==> src/rtl/pas_pkg.sv <==
package pas_pkg;
    typedef enum logic [1:0] {
        ST_IDLE   = 2'd0,
        ST_HOLD   = 2'd1,
        ST_RELOCK = 2'd2,
        ST_WINDOW = 2'd3
    } seq_state_t;

    localparam logic [1:0] RATE_FRAME_8K = 2'd0;
endpackage

==> src/rtl/pas_tick_gen.sv <==
module pas_tick_gen #(
    parameter int TICK_DIV = 5000
) (
    input  logic clk,
    input  logic rst_n,
    output logic tick
);
    localparam int DIV_W = (TICK_DIV > 1) ? $clog2(TICK_DIV) : 1;

    generate
        if (TICK_DIV == 1) begin : g_every
            assign tick = 1'b1;
        end else begin : g_div
            logic [DIV_W-1:0] div_q;
            always_ff @(posedge clk or negedge rst_n) begin
                if (!rst_n) begin
                    div_q <= '0;
                end else if (div_q == DIV_W'(TICK_DIV - 1)) begin
                    div_q <= '0;
                end else begin
                    div_q <= div_q + 1'b1;
                end
            end
            assign tick = (div_q == DIV_W'(TICK_DIV - 1));

            // ticks are never back to back when the divider exceeds one
            a_r10_tick_spacing: assert property (@(posedge clk) disable iff (!rst_n)
                tick |=> !tick);
        end
    endgenerate
endmodule

==> src/rtl/pas_elapsed.sv <==
module pas_elapsed #(
    parameter int END_TICKS = 300000,
    parameter int CNT_W     = 19
) (
    input  logic             clk,
    input  logic             rst_n,
    input  logic             clear,
    input  logic             tick,
    output logic [CNT_W-1:0] elapsed,
    output logic             at_end
);
    logic [CNT_W-1:0] cnt_q;

    always_ff @(posedge clk or negedge rst_n) begin
        if (!rst_n) begin
            cnt_q <= '0;
        end else if (clear) begin
            cnt_q <= '0;
        end else if (tick && (cnt_q != CNT_W'(END_TICKS))) begin
            cnt_q <= cnt_q + 1'b1;
        end
    end

    assign elapsed = cnt_q;
    assign at_end  = (cnt_q == CNT_W'(END_TICKS));

    // the window counter saturates and never passes the end of the window
    a_r7_no_overflow: assert property (@(posedge clk) disable iff (!rst_n)
        cnt_q <= CNT_W'(END_TICKS));

    // the count advances only on a timebase tick
    a_r10_step_on_tick: assert property (@(posedge clk) disable iff (!rst_n)
        (!clear && !tick) |=> $stable(cnt_q));
endmodule

==> src/rtl/pas_hold_rule.sv <==
module pas_hold_rule #(
    parameter int SHORT_HOLD = 5,
    parameter int LONG_HOLD  = 200000,
    parameter int CNT_W      = 19
) (
    input  logic [1:0]       rate_class,
    input  logic [CNT_W-1:0] held_ticks,
    output logic             hold_met
);
    import pas_pkg::*;

    logic [CNT_W-1:0] min_ticks;

    always_comb begin
        if (rate_class == RATE_FRAME_8K) begin
            min_ticks = CNT_W'(LONG_HOLD);
        end else begin
            min_ticks = CNT_W'(SHORT_HOLD);
        end
        hold_met = (held_ticks >= min_ticks);
    end
endmodule

==> src/rtl/phase_align_seq.sv <==
module phase_align_seq #(
    parameter int TICK_DIV   = 5000,
    parameter int SHORT_HOLD = 5,
    parameter int LONG_HOLD  = 200000,
    parameter int DROP_DELAY = 100000,
    parameter int LOW_WINDOW = 200000
) (
    input  logic       clk,
    input  logic       rst_n,
    input  logic       clr_n,
    input  logic       core_locked,
    input  logic [1:0] rate_sel,
    output logic       relock_req,
    output logic       lock_ind
);
    import pas_pkg::*;

    localparam int END_TICKS = DROP_DELAY + LOW_WINDOW;
    localparam int CNT_W     = $clog2(END_TICKS + 1);

    seq_state_t       state_q, state_d;
    logic [1:0]       rate_q;
    logic             tick;
    logic             timer_clear;
    logic [CNT_W-1:0] elapsed;
    logic             at_end;
    logic             hold_met;
    logic             in_window;

    pas_tick_gen #(.TICK_DIV(TICK_DIV)) u_tick (
        .clk   (clk),
        .rst_n (rst_n),
        .tick  (tick)
    );

    assign timer_clear = (state_q == ST_IDLE);

    pas_elapsed #(.END_TICKS(END_TICKS), .CNT_W(CNT_W)) u_elapsed (
        .clk     (clk),
        .rst_n   (rst_n),
        .clear   (timer_clear),
        .tick    (tick),
        .elapsed (elapsed),
        .at_end  (at_end)
    );

    pas_hold_rule #(.SHORT_HOLD(SHORT_HOLD), .LONG_HOLD(LONG_HOLD), .CNT_W(CNT_W)) u_rule (
        .rate_class (rate_q),
        .held_ticks (elapsed),
        .hold_met   (hold_met)
    );

    // Next-state logic
    always_comb begin
        state_d = state_q;
        unique case (state_q)
            ST_IDLE: begin
                if (!clr_n && core_locked) state_d = ST_HOLD;        // arm
            end
            ST_HOLD: begin
                if (clr_n) state_d = hold_met ? ST_RELOCK : ST_IDLE; // accept / abort
            end
            ST_RELOCK: begin
                state_d = at_end ? ST_IDLE : ST_WINDOW;              // late / settle
            end
            ST_WINDOW: begin
                if (at_end) state_d = ST_IDLE;                       // finish
            end
            default: state_d = ST_IDLE;
        endcase
    end

    // State and captured rate class
    always_ff @(posedge clk or negedge rst_n) begin
        if (!rst_n) begin
            state_q <= ST_IDLE;
            rate_q  <= RATE_FRAME_8K;
        end else begin
            state_q <= state_d;
            if (state_q == ST_IDLE && state_d == ST_HOLD) rate_q <= rate_sel;
        end
    end

    // Outputs
    always_comb begin
        in_window  = (state_q != ST_IDLE) &&
                     (elapsed >= CNT_W'(DROP_DELAY)) && !at_end;
        relock_req = (state_q == ST_RELOCK);
        lock_ind   = core_locked && !in_window;
    end

    // the request is one cycle wide
    a_r5_single_pulse: assert property (@(posedge clk) disable iff (!rst_n)
        relock_req |=> !relock_req);

    // a request follows only a release of the clear at the end of a hold
    a_r5_after_release: assert property (@(posedge clk) disable iff (!rst_n)
        $rose(relock_req) |-> ($past(clr_n) && $past(state_q == ST_HOLD)));

    // a request implies the hold rule was met
    a_r3_r4_hold_met: assert property (@(posedge clk) disable iff (!rst_n)
        relock_req |-> hold_met);

    // an unlocked core never starts a sequence
    a_r2_locked_gate: assert property (@(posedge clk) disable iff (!rst_n)
        (state_q == ST_IDLE && !core_locked) |=> (state_q == ST_IDLE));

    // the rate class stays put while a sequence runs
    a_r9_rate_held: assert property (@(posedge clk) disable iff (!rst_n)
        (state_q != ST_IDLE && state_d != ST_IDLE) |=> $stable(rate_q));

    // a running sequence never re-enters the hold state
    a_r8_no_rearm: assert property (@(posedge clk) disable iff (!rst_n)
        (state_q == ST_WINDOW) |=> (state_q != ST_HOLD));
endmodule

==> config.mk <==
export PLATFORM = sky130hd
export DESIGN_NAME = phase_align_seq
export DESIGN_NICKNAME = d
export VERILOG_FILES = /design/src/rtl/pas_pkg.sv /design/src/rtl/pas_tick_gen.sv /design/src/rtl/pas_elapsed.sv /design/src/rtl/pas_hold_rule.sv /design/src/rtl/phase_align_seq.sv
export SDC_FILE = /design/constraint.sdc
export NUM_CORES = 1
export LEC_CHECK = 0
export BUFFER_PORTS_ARGS = -buffer_cell sky130_fd_sc_hd__buf_2
export CORE_ASPECT_RATIO = 1.4
export CORE_UTILIZATION = 40
export CTS_CLUSTER_DIAMETER = 80
export DETAILED_ROUTE_END_ITERATION = 8
export GPL_TIMING_DRIVEN = 0
export PLACE_DENSITY_LB_ADDON = 0.2
export RECOVER_POWER = 100
export REMOVE_ABC_BUFFERS = 1
export SLEW_MARGIN = 20
export SYNTH_ARGS = -nofsm -noshare
export SYNTH_HDL_FRONTEND = slang
export SYNTH_SLANG_ARGS = --single-unit
==> constraint.sdc <==
create_clock -name clk -period 4.7 [get_ports clk]
set_clock_uncertainty 0.05 [all_clocks]
set_input_delay 0 -clock clk [delete_from_list [all_inputs] [get_ports clk]]
set_output_delay 0 -clock clk [all_outputs]
set_load 0.03 [all_outputs]
# --- Yosys cells after proc, flatten, opt, wreduce, memory -nomap -nowiden ---
# Index checks and enable logic that the tools add are counted.
word_totals:
  ff_bits: 36
  input_bits: 6
  output_inout_bits: 2
op_classes:
  addsub: 2
  magnitude_cmp: 2
  n_eq_ne: 7
  muxes: 10
  n_reduce_logical: 13
ops:
  columns: ["operator", "n"]
  rows:
  - ["19-bit 2-to-1 mux", 2]
  - ["19-bit by 1-bit adder with 19-bit output (second input constant)", 1]
  - ["19-bit equality test (second input constant)", 1]
  - ["19-bit by 17-bit >= comparator with 1-bit output (second input constant)", 1]
  - ["19-bit by 18-bit >= comparator with 1-bit output", 1]
  - ["19-bit inequality test (second input constant)", 1]
  - ["18-bit 2-to-1 mux", 1]
  - ["13-bit by 1-bit adder with 13-bit output (second input constant)", 1]
  - ["13-bit equality test (second input constant)", 1]
  - ["13-bit 2-to-1 mux", 1]
  - ["2-bit 2-to-1 mux", 5]
  - ["2-bit case mux with 4 select lines", 1]
  - ["1-bit logical AND", 6]
  - ["2-bit by 1-bit equality test with 1-bit output (second input constant)", 2]
  - ["2-bit equality test (second input constant)", 2]
  - ["2-bit zero test", 2]
  - ["2-bit nonzero test", 2]
  - ["1-bit zero test", 3]

# --- Longest topological paths before layout ---
depth:
  depth_word: 8
  depth_mapped: 8
  ltp_nobuf: 8

# --- By module ---
# Synthesis repeated with hierarchy kept, for this count alone.
hier_totals:
  hier_cells: 205
  area_unflattened_um2: 2028.2
by_module_without_submodules:
  columns: ["mod", "instances", "cells_each", "area_each_um2", "seq_area_each_um2"]
  rows:
  - ["pas_elapsed", 1, 101, 985.9, 475.5]
  - ["pas_tick_gen", 1, 54, 608.1, 325.3]
  - ["phase_align_seq", 1, 24, 237.7, 100.1]
  - ["pas_hold_rule", 1, 26, 196.4, 0.0]

# --- Least setup slack after synthesis ---
# OpenSTA, ideal clock, no wires.
synth_timing:
  path_type: "register -> register"
  startpoint: "register u_tick.g_div.div_q[5]"
  endpoint: "register u_elapsed.cnt_q[12] (netlist: u_elapsed.elapsed[12])"
  setup_ns: 0.140
  t_arrival_ns: 1.821
  slack_ns: 2.689
  stages_incl_launch_ff: 7
  cell_sequence: "dfrtp_1 or4b_4 nor3_4 buf_6 o2111ai_4 o311ai_0 o41ai_1"
synth_via:
  elab_chain_len: 3
synth_lines:
  columns: ["item", "line", "source"]
  rows:
  - ["start: declaration", "pas_tick_gen.sv:14", "logic [DIV_W-1:0] div_q;"]
  - ["start signal: assignment", "pas_tick_gen.sv:21", "div_q <= div_q + 1'b1;"]
  - ["13-bit equality test", "pas_tick_gen.sv:24", "assign tick = (div_q == DIV_W'(TICK_DIV - 1));"]
  - ["1-bit logical AND", "pas_elapsed.sv:19", "end else if (tick && (cnt_q != CNT_W'(END_TICKS))) begin"]
  - ["2-bit nonzero test (no line)", null, null]
  - ["end signal: assignment", "pas_elapsed.sv:20", "cnt_q <= cnt_q + 1'b1;"]
  - ["end: declaration", "pas_elapsed.sv:12", "logic [CNT_W-1:0] cnt_q;"]
# Every way passes these cells.
# A chain may end at the register's enable or synchronous reset.

# --- Worst setup path in the final report ---
layout_timing:
  startpoint: "register u_tick.g_div.div_q[5]"
  endpoint: "register u_elapsed.cnt_q[3] (netlist: u_elapsed.elapsed[3])"
# The elaborated chain is that of the path after synthesis.

==> results.toml <==
[setup_path]
cpPeakStageDelay_ns = 0.85
reg2reg_depth = 5
crit_arrival_ns = 3.46
crit_path_cell_trace = "or4b_4 -> nor3_1 -> o21ai_1 -> or4_1 -> nand2_1"
endpoint_kind = "flop"
reg2reg_to = "u_elapsed.elapsed[3]"
ff2ff_setup_slack_ns = 1.42
slowest_stage = "nor3_1"
reg2reg_from = "u_tick.g_div.div_q[5]"
worstPathMaxFanout = 17
crit_type = "flop to flop"
cp-start-kind = "flop"
worstPathRequired_ns = 4.88

[detailed_routing]
viasPerCell = 5.60
wire_per_inst_um = 15.0
routed_wl_um = 4530
drt.antenna.violating_nets = 0
dr.pass1.iters = 4
drc = 0
drtIter0Drc = 89
route.vias.total = 1691

[sta]
min_period_over_period_pct = 69.8
setup_ws_ns = 1.42
setup_viol = 0
max-slew-margin-rel_pct = -32.8
final.setup.tns_ns = 0
finalHoldViolCount = 0
final.min_clock_period_ns = 3.28
fmax_mhz = 305
worst_pin_slew_ns = 1.99
maxSlewViolCount = 37
rsz0062_at_grt = "no"

[finish]
drive_gt1_share_pct = 7.63
final_cell_mix = "dfrtp_1 (36), nor2_1 (20), nand2_1 (18)"
area_delta_synth_final_pct = 9.10
fin_nets = 252
antennaDiodeCount = 0
fill_cells = 498
final_common_cell = "dfrtp_1"

[global_route]
gr-max-usage-layer = "met2"
first_global_vias = 1645
track_usage_pct = 18.3
grt_use_met2_pct = 30.7
antenna_found_initial = 0
met3_usage_pct = 5.03
grt_pass1_wl_um = 7800
overflow = 0
grt_max_degree = 37
use_met1_pct = 20.9

[logic_synthesis]
async_reset_ff_share_pct = 100
avgSynthCellArea_um2 = 9.60
synthCells = 222
yosysWarnings = 0
ys.flop_type = "dfrtp_1"
synth_edf_count = 0
synthDistinctLibCells = 48
synth_seq_cells = 36
synth_area_um2 = 2130
yosysSeqAreaShare_pct = 42.3

[status]
status = "finished, violations left"
violations = "capacitance limit, slew limit"

[min_path]
hold_class = "input port to flop"
hold_depth = 3
hold_end = "rate_q[1]"
hp-start = "core_locked"

[clock_tree]
clock_path_buffers = 2
clockRootBuffer = "clkbuf_8"
clk_pin_slew_ns = 0.08
cts.htree.levels = 2
insertion_delay_ns = 0.29
cts_tree = "built"
cts_sinks = 36
cts-resized-gates = 0
cts_made_buffers = 5

[die]
dieWidth_um = 63.7
start_util_pct = 41.3
fp-row-count = 31
fp.dieArea_um2 = 5630
core_area_um2 = 5160
ios = 8
die_h_um = 88.4

[run]
maxCapViolCount = 1

[power_and_ir_drop]
powerDensity_nw_per_um2 = 239
power.leakage_uw = 0.00104
ir_drop_uv = 112

[placed_design]
gp_congestion = 0.771
pre_cts_ws_ns = 1.99
numPortBuffers = 7
dpl.hpwl_um = 3170
[per-stage QoR]
step	area (µm²)	instances	power (µW)	util, %	hold WS (ns)
floorplan	2100	216	325	-	-0.346
global placement	2220	289	336	43.0	0.0997
detailed placement	2220	289	336	43.0	0.103
CTS	2350	302	561	45.6	0.163
global route	2320	302	581	45.1	0.175
finish	2320	302	555	45.1	0.168
[metal layers]
layer	vias to the layer above	part of all wire, %
met5	-	0
met4	0	2.6
met3	11	2.6
met2	24	50
met1	816	44
li1	840	-
[logic make-up after synthesis]
logic type | count (synthesis) | synth area share (%)
AO/OA/AOI/OAI | 35 | 11.9
XOR/XNOR | 18 | 7.40
adder cells (fa/ha/maj) | 11 | 6.46
buffers and inverters | 13 | 2.70
flip-flops | 36 | 42.3
multiplexers | 4 | 2.00
AND/OR/NAND/NOR | 105 | 27.3
[layout make-up]
cell class / count / area (µm²) / area share [%]
clock buffers: 5 / 68.8 / 2.96
clock inverters: 3 / 18.8 / 0.807
inverters: 7 / 26.3 / 1.13
multi-input cells: 173 / 1150 / 49.3
flip-flops and latches: 36 / 901 / 38.8
well taps: 66 / 82.6 / 3.55
repair buffers: 12 / 81.3 / 3.50
[cell usage after synthesis, drive strengths merged, types with 2 or more instances]
master | number | area (µm²)
a211o | 2 | 17.5
o21a | 4 | 30.0
or4 | 4 | 30.0
o31a | 2 | 17.5
nor3 | 3 | 26.3
clkbuf | 4 | 15.0
inv | 7 | 26.3
and3 | 3 | 18.8
or3 | 5 | 31.3
nor2 | 21 | 78.8
dfrtp | 36 | 901
xor2 | 12 | 105
a21oi | 7 | 35.0
mux2i | 2 | 20.0
nand2b | 5 | 31.3
xnor2 | 6 | 52.6
nor4 | 8 | 50.1
ha | 11 | 138
or2 | 4 | 25.0
nand3 | 16 | 80.1
nand4 | 7 | 43.8
mux2 | 2 | 22.5
o211ai | 3 | 22.5
o21ai | 9 | 45.0
buf | 2 | 16.3
nand2 | 18 | 67.6
[where the power goes]
part | switching, µW | internal [µW] | leakage (µW)
Combinational | 13.1 | 7.80 | 0.000511
Sequential | 0.262 | 310 | 0.000477
Clock | 121 | 103 | 0.0000479
[critical path: cells and delay by family (launching register included)]
kind,cells,cell delay [ns]
simple gates,4,2.12
compound gates,1,0.64
flops,1,0.42
[flip-flops by register name (all words and copies together), names as in the netlist]
register            flops
u_elapsed.elapsed      19
state_q                 2
rate_q                  2
u_tick.g_div.div_q     13
[timing repair]
| item | CTS | global route |
|---|---|---|
| endpoints found under the hold margin | 39 | 0 |
| buffers inserted | 0 | 0 |
| hold buffers | 5 | 0 |
[worst max path at each step]
stage	cells past startpoint	start	endpoint	slack, ns
global placement	5	u_tick.g_div.div_q[5]	u_elapsed.elapsed[3]	2.01
detailed placement	5	u_tick.g_div.div_q[5]	u_elapsed.elapsed[3]	1.99
CTS	5	u_tick.g_div.div_q[5]	u_elapsed.elapsed[3]	1.97
global route	5	u_tick.g_div.div_q[5]	u_elapsed.elapsed[3]	1.11
finish	5	u_tick.g_div.div_q[5]	u_elapsed.elapsed[3]	1.42
floorplan	5	u_tick.g_div.div_q[5]	u_elapsed.elapsed[3]	2.35
No activity file was read; power rests on OpenSTA's default activity.
